**config.mk**
```make
export PLATFORM = sky130hd
export DESIGN_NAME = dbg_bank_mux
export DESIGN_NICKNAME = d
export VERILOG_FILES = /design/src/rtl/dbg_mux_pkg.sv /design/src/rtl/dbg_sel_ctrl.sv /design/src/rtl/dbg_slot_gen.sv /design/src/rtl/dbg_bank_pick.sv /design/src/rtl/dbg_tdm_ser.sv /design/src/rtl/dbg_bank_mux.sv
export SDC_FILE = /design/constraint.sdc
export NUM_CORES = 1
export LEC_CHECK = 0
export BUFFER_PORTS_ARGS = -buffer_cell sky130_fd_sc_hd__clkbuf_2
export CAP_MARGIN = 10
export CORE_ASPECT_RATIO = 0.75
export CORE_UTILIZATION = 36
export CTS_BUF_LIST = sky130_fd_sc_hd__clkbuf_4 sky130_fd_sc_hd__clkbuf_8
export DETAILED_ROUTE_END_ITERATION = 10
export PLACE_DENSITY = 0.82
export SLEW_MARGIN = 25
export SYNTH_ARGS = -nofsm -noshare
export SYNTH_HDL_FRONTEND = slang
export SYNTH_SLANG_ARGS = --single-unit
```
**constraint.sdc**
```tcl
create_clock -name clk -period 1.8 [get_ports clk]
set_clock_uncertainty 0.15 [all_clocks]
set_input_delay 0 -clock clk [delete_from_list [all_inputs] [get_ports clk]]
set_output_delay 0 -clock clk [all_outputs]
set_load 0.02 [all_outputs]
```
**src/rtl/dbg_mux_pkg.sv**
```systemverilog
package dbg_mux_pkg;

   typedef enum logic {
      SLOT_LO = 1'b0,
      SLOT_HI = 1'b1
   } slot_t;

   function automatic bit is_legal_bank_count(input int n);
      return (n == 2) || (n == 4) || (n == 8) || (n == 16) || (n == 32);
   endfunction

   function automatic bit is_legal_bank_width(input int w);
      return (w >= 4) && (w <= 128);
   endfunction

endpackage

```
**src/rtl/dbg_sel_ctrl.sv**
```systemverilog
module dbg_sel_ctrl
   import dbg_mux_pkg::*;
#(
   parameter int NUM_BANKS = 8,
   parameter int CTRL_W    = 8,
   parameter int SEL_W     = 3
)(
   input  logic              clk,
   input  logic              rst_n,
   input  logic              wr_en,
   input  logic [CTRL_W-1:0] wr_data,
   input  logic              load,
   output logic [SEL_W-1:0]  pend_sel,
   output logic [SEL_W-1:0]  act_sel
);

   localparam logic [32:0] BANK_LIMIT = 33'(NUM_BANKS);

   logic wr_legal;

   // Compare in a width that holds both the request and the bank count.
   assign wr_legal = wr_en && (33'(wr_data) < BANK_LIMIT);

   // Staging register: written by the control port, out-of-range values dropped.
   always_ff @(posedge clk or negedge rst_n) begin
      if (!rst_n) begin
         pend_sel <= '0;
      end else if (wr_legal) begin
         pend_sel <= wr_data[SEL_W-1:0];
      end
   end

   // Active register: updated only at frame boundaries.
   always_ff @(posedge clk or negedge rst_n) begin
      if (!rst_n) begin
         act_sel <= '0;
      end else if (load) begin
         act_sel <= pend_sel;
      end
   end

endmodule

```
**src/rtl/dbg_slot_gen.sv**
```systemverilog
module dbg_slot_gen
   import dbg_mux_pkg::*;
#(
   parameter bit TDM_EN = 1'b1
)(
   input  logic  clk,
   input  logic  rst_n,
   output slot_t slot,
   output logic  frame_end
);

   slot_t slot_q;

   generate
      if (TDM_EN) begin : g_two_slot
         always_ff @(posedge clk or negedge rst_n) begin
            if (!rst_n) begin
               slot_q <= SLOT_LO;
            end else begin
               slot_q <= (slot_q == SLOT_LO) ? SLOT_HI : SLOT_LO;
            end
         end
         assign frame_end = (slot_q == SLOT_HI);
      end else begin : g_one_slot
         always_ff @(posedge clk or negedge rst_n) begin
            if (!rst_n) begin
               slot_q <= SLOT_LO;
            end else begin
               slot_q <= SLOT_LO;
            end
         end
         assign frame_end = 1'b1;
      end
   endgenerate

   assign slot = slot_q;

endmodule

```
**src/rtl/dbg_bank_pick.sv**
```systemverilog
module dbg_bank_pick #(
   parameter int NUM_BANKS = 8,
   parameter int BANK_W    = 16,
   parameter int SEL_W     = 3
)(
   input  logic [NUM_BANKS*BANK_W-1:0] bank_bus,
   input  logic [SEL_W-1:0]            sel,
   output logic [BANK_W-1:0]           word
);

   logic [BANK_W-1:0] bank_arr [NUM_BANKS];

   generate
      for (genvar b = 0; b < NUM_BANKS; b++) begin : g_unpack
         assign bank_arr[b] = bank_bus[b*BANK_W +: BANK_W];
      end
   endgenerate

   assign word = bank_arr[sel];

endmodule

```
**src/rtl/dbg_tdm_ser.sv**
```systemverilog
module dbg_tdm_ser
   import dbg_mux_pkg::*;
#(
   parameter int BANK_W = 16,
   parameter int PIN_W  = 8,
   parameter bit TDM_EN = 1'b1
)(
   input  logic              clk,
   input  logic              rst_n,
   input  logic [BANK_W-1:0] word,
   input  slot_t             slot,
   output logic [PIN_W-1:0]  pins,
   output logic              phase
);

   logic [PIN_W-1:0] pins_d;

   generate
      if (TDM_EN) begin : g_split
         assign pins_d = (slot == SLOT_HI) ? word[BANK_W-1:PIN_W] : word[PIN_W-1:0];
      end else begin : g_full
         assign pins_d = word;
      end
   endgenerate

   always_ff @(posedge clk or negedge rst_n) begin
      if (!rst_n) begin
         pins  <= '0;
         phase <= 1'b0;
      end else begin
         pins  <= pins_d;
         phase <= (slot == SLOT_LO);
      end
   end

endmodule

```
**src/rtl/dbg_bank_mux.sv**
```systemverilog
module dbg_bank_mux
   import dbg_mux_pkg::*;
#(
   parameter int  NUM_BANKS = 8,
   parameter int  BANK_W    = 16,
   parameter bit  TDM_EN    = 1'b1,
   parameter int  CTRL_W    = 8,
   localparam int SEL_W     = $clog2(NUM_BANKS),
   localparam int PIN_W     = TDM_EN ? BANK_W / 2 : BANK_W
)(
   input  logic                        clk,
   input  logic                        rst_n,
   input  logic [NUM_BANKS*BANK_W-1:0] bank_bus,
   input  logic                        sel_wr_en,
   input  logic [CTRL_W-1:0]           sel_wr_data,
   output logic [PIN_W-1:0]            dbg_pins,
   output logic                        dbg_phase
);

   generate
      if (!is_legal_bank_count(NUM_BANKS)) begin : g_bad_count
         $error("dbg_bank_mux: NUM_BANKS must be 2, 4, 8, 16 or 32");
      end
      if (!is_legal_bank_width(BANK_W)) begin : g_bad_width
         $error("dbg_bank_mux: BANK_W must lie in 4..128");
      end
      if (TDM_EN && (BANK_W % 2 != 0)) begin : g_odd_width
         $error("dbg_bank_mux: time division needs an even BANK_W");
      end
      if ((CTRL_W < SEL_W) || (CTRL_W > 32)) begin : g_bad_ctrl
         $error("dbg_bank_mux: CTRL_W must cover the select and be at most 32");
      end
   endgenerate

   logic [SEL_W-1:0]  pend_sel;
   logic [SEL_W-1:0]  act_sel;
   slot_t             slot;
   logic              frame_end;
   logic [BANK_W-1:0] picked;

   dbg_slot_gen #(
      .TDM_EN (TDM_EN)
   ) u_slot (
      .clk       (clk),
      .rst_n     (rst_n),
      .slot      (slot),
      .frame_end (frame_end)
   );

   dbg_sel_ctrl #(
      .NUM_BANKS (NUM_BANKS),
      .CTRL_W    (CTRL_W),
      .SEL_W     (SEL_W)
   ) u_sel (
      .clk      (clk),
      .rst_n    (rst_n),
      .wr_en    (sel_wr_en),
      .wr_data  (sel_wr_data),
      .load     (frame_end),
      .pend_sel (pend_sel),
      .act_sel  (act_sel)
   );

   dbg_bank_pick #(
      .NUM_BANKS (NUM_BANKS),
      .BANK_W    (BANK_W),
      .SEL_W     (SEL_W)
   ) u_pick (
      .bank_bus (bank_bus),
      .sel      (act_sel),
      .word     (picked)
   );

   dbg_tdm_ser #(
      .BANK_W (BANK_W),
      .PIN_W  (PIN_W),
      .TDM_EN (TDM_EN)
   ) u_ser (
      .clk   (clk),
      .rst_n (rst_n),
      .word  (picked),
      .slot  (slot),
      .pins  (dbg_pins),
      .phase (dbg_phase)
   );

endmodule

```
==> results by group <==
Setup path
  – FF-to-FF End: u_ser.pins[0]
  – Crit path required time: 1.78 ns
  – Worst Path Buf+Inv: 1
  – CP Class: reg2reg
  – CP cell instances: buf_12, mux4_2, o22ai_2, nor2_1
  – Reg2reg path depth: 4
  – RR Startpoint: u_sel.act_sel[0]
  – Crit Path Max Fanout: 17
  – Reg2Reg Setup Slack: 0.08 ns
  – Top Family by Delay on Critical Path: multiplexers
  – Worst EP arrival: around 1.7 ns
  – Critical path capture point type: register
  – CP peak stage delay: 0.52 ns
  – Startpoint Class: register
  – Worst-path cell with the longest stage delay: mux4_2

Route
  – WL/cell: 15.8 um
  – DR vias/cell: 5.23
  – Drt first-iter violations: ~130
  – Via count: 1558
  – DR pass1 iterations: 4
  – Final wirelength: 4.72 mm
  – Final ANT Viol Nets: 0
  – Drt drc: 0

Synthesis
  – Compound-cell area share of the yosys netlist: under 10%
  – Syn Inst Count: 97
  – Top-count cell post-synth: mux4_2
  – Adder-cell share of the synthesized area: 0%
  – Xor/xnor share of the synthesized area: 0%
  – Synth Flop Type: dfrtp_1
  – Simple-Gate Fraction of Synth Area: 5.19%
  – Async SR Flop Fraction: 100%
  – Synth top area cells: mux4_2 (51%), dfrtp_1 (26%), o22ai_1 (7.0%)
  – Post-synthesis mux area share: 54.6%
  – Synth Cell Area: about 1400 um2
  – Mean Syn Cell Area: 14.7 um2
  – Netlist cell types: 17
  – Syn nets: 236
  – Flop and latch count out of synthesis: 15
  – Largest family of logic cells by synthesized area: multiplexers
  – EDFF count, synth: 0
  – Warnings from Yosys: 0
  – Share of the synthesized area in the top cell type: 50.7%
  – Synth area leader: mux4_2
  – Sequential area share after synthesis: 26.4%
  – Top cells by count, synth: mux4_2 (32), o22ai_1 (16), dfrtp_1 (15), nor2_1 (8)

Finish
  – Layout cell share with drive strength beyond 1: 79.3%
  – Fin area: between 2000 and 2500 um2
  – P&R area growth vs syn: 61.7%
  – N_diodes: 0
  – Layout net count: 386

STA
  – Period utilization: 95.6%
  – Fmax: ~0.58 GHz
  – Sum Neg Setup Slack: 0 ns
  – Crit path time final: around 1.7 ns
  – Hold Violations, Final: 0
  – Unrepaired setup endpoints after global routing: no
  – Relative slew slack: 74.2%
  – Worst slew pin tran: 0.387 ns
  – Fin. max-slew vios: 0
  – Setup violators final: 0
  – Worst setup margin: slightly below 0.08 ns

Global route
  – Antenna violations before repair: 0
  – Aggregate global-route resource usage: 23.1%
  – First-pass GRT wire length: ~7 mm
  – Overflow after GRT: 0
  – Vias in the first global route: around 1.6k
  – Largest net degree at the start of global routing: 18

Floorplan
  – # rows: 19
  – Core ar.: 3710 um2
  – Starting Density: 38.4%
  – Boundary pin count: 148
  – DIE AREA: 4210 um2
  – Die Height: 56.4 um
  – Die Wd: 74.6 um

Placed design
  – Placed Area: 2200 um2
  – Dpl hpwl: 4.16 mm
  – Setup slack at placement: -0.00960 ns
  – Final RePlAce weighted congestion: a little under 0.8
  – IO Port Bufs: around 150

Worst hold path
  – Hold path depth: 3
  – HP Start: sel_wr_en
  – WHS Endpoint: u_sel.pend_sel[2]
  – Min-Delay Path Class: in2reg

Clocking
  – CTS Buf Count: 3
  – Worst skew pair latency: 0.25 ns
  – Post-CTS setup buffers: 0
  – H-tree level count: 1
  – Clock Path Buffers: 2
  – CTS tree: built
  – Clk root buf: clkbuf_8
  – Clk slew on worst S/H paths: about 0.060 ns
  – CTS sink cnt: 15

Pwr
  – Power density over cell area: around 730 nW/um2
  – LEAKAGE: 0.00114 uW
  – VDD IR max: 345 uV

Run
  – # Max-Cap Violations: 0

Run status
  – Status: completed
registers in the layout, indices dropped and copies added, names as in the netlist:
signal	flops
u_ser.phase	1
u_ser.pins	8
u_sel.act_sel	3
u_sel.pend_sel	3
where the power goes:
| group | switching [uW] | internal (uW) |
|---|---|---|
| Sequential | 51.7 | 424 |
| Clock | 121 | 153 |
| Combinational | 399 | 539 |
| Total | 572 | 1120 |
final cells by class:
cell class / count / area [um2]
repair buffers: 157 / 846
multi-input cells: 69 / 963
flip-flops and latches: 15 / 377
clock buffers: 3 / 41.3
clock inverters: 1 / 5.00
fillers: 300 / 1410
inverters: 1 / 3.75
well taps: 52 / 65.1
per-layer routing:
layer,up-vias,track usage (%),share of wire (%),routed length (um)
li1,712,-,-,-
met1,754,27.8,39,1860
met2,86,42.1,51,2390
met3,6,3.59,8.6,407
met4,0,6.47,1.3,59
met5,-,0,0,0
through the flow:
| stage | hold slack (ns) | total power, uW | util, % | std cells |
|---|---|---|---|---|
| global route | 0.0360 | 1790 | 62.0 | 298 |
| CTS | 0.0190 | 1690 | 61.9 | 298 |
| global placement | -0.218 | 1390 | 59.4 | 290 |
| finish | 0.0155 | 1690 | 62.0 | 298 |
| detailed placement | -0.217 | 1410 | 59.4 | 290 |
| floorplan | -0.446 | 1100 | - | 97 |
repair_timing:
action	CTS	global route
hold buffers	4	0
setup endpoints to repair	1	1
resized for setup	1	1
hold endpoints to repair	18	0
cells in the final DEF, fill, tap and decap left out, drive strengths merged:
master / instances
dfrtp: 15
clkbuf: 150
nand3b: 1
nor4: 1
o22ai: 16
or2: 1
mux2: 5
inv: 1
dlygate4sd3: 4
nor2: 8
nand2b: 2
clkinv: 1
mux4: 32
nand2: 3
buf: 6
worst max-delay path by stage:
stage                         end  cells after the start             start
floorplan           u_ser.pins[0]                      5  u_sel.act_sel[0]
global placement    u_ser.pins[0]                      4  u_sel.act_sel[0]
detailed placement  u_ser.pins[0]                      4  u_sel.act_sel[0]
CTS                 u_ser.pins[2]                      4  u_sel.act_sel[0]
global route        u_ser.pins[0]                      4  u_sel.act_sel[0]
finish              u_ser.pins[0]                      4  u_sel.act_sel[0]
logic make-up (layout without fill, tap and decap cells):
logic type             Yosys count  in the layout
multiplexers                    37             37
AO/OA/AOI/OAI                   16             16
AND/OR/NAND/NOR                 16             16
flip-flops                      15             15
buffers and inverters           13            162
tightest hold or removal path, cell delays in order:
cell and delay, ns:
clkbuf_2 0.08, nand3b_1 0.15, mux2_1 0.16
(Power assumes the default switching activity.)
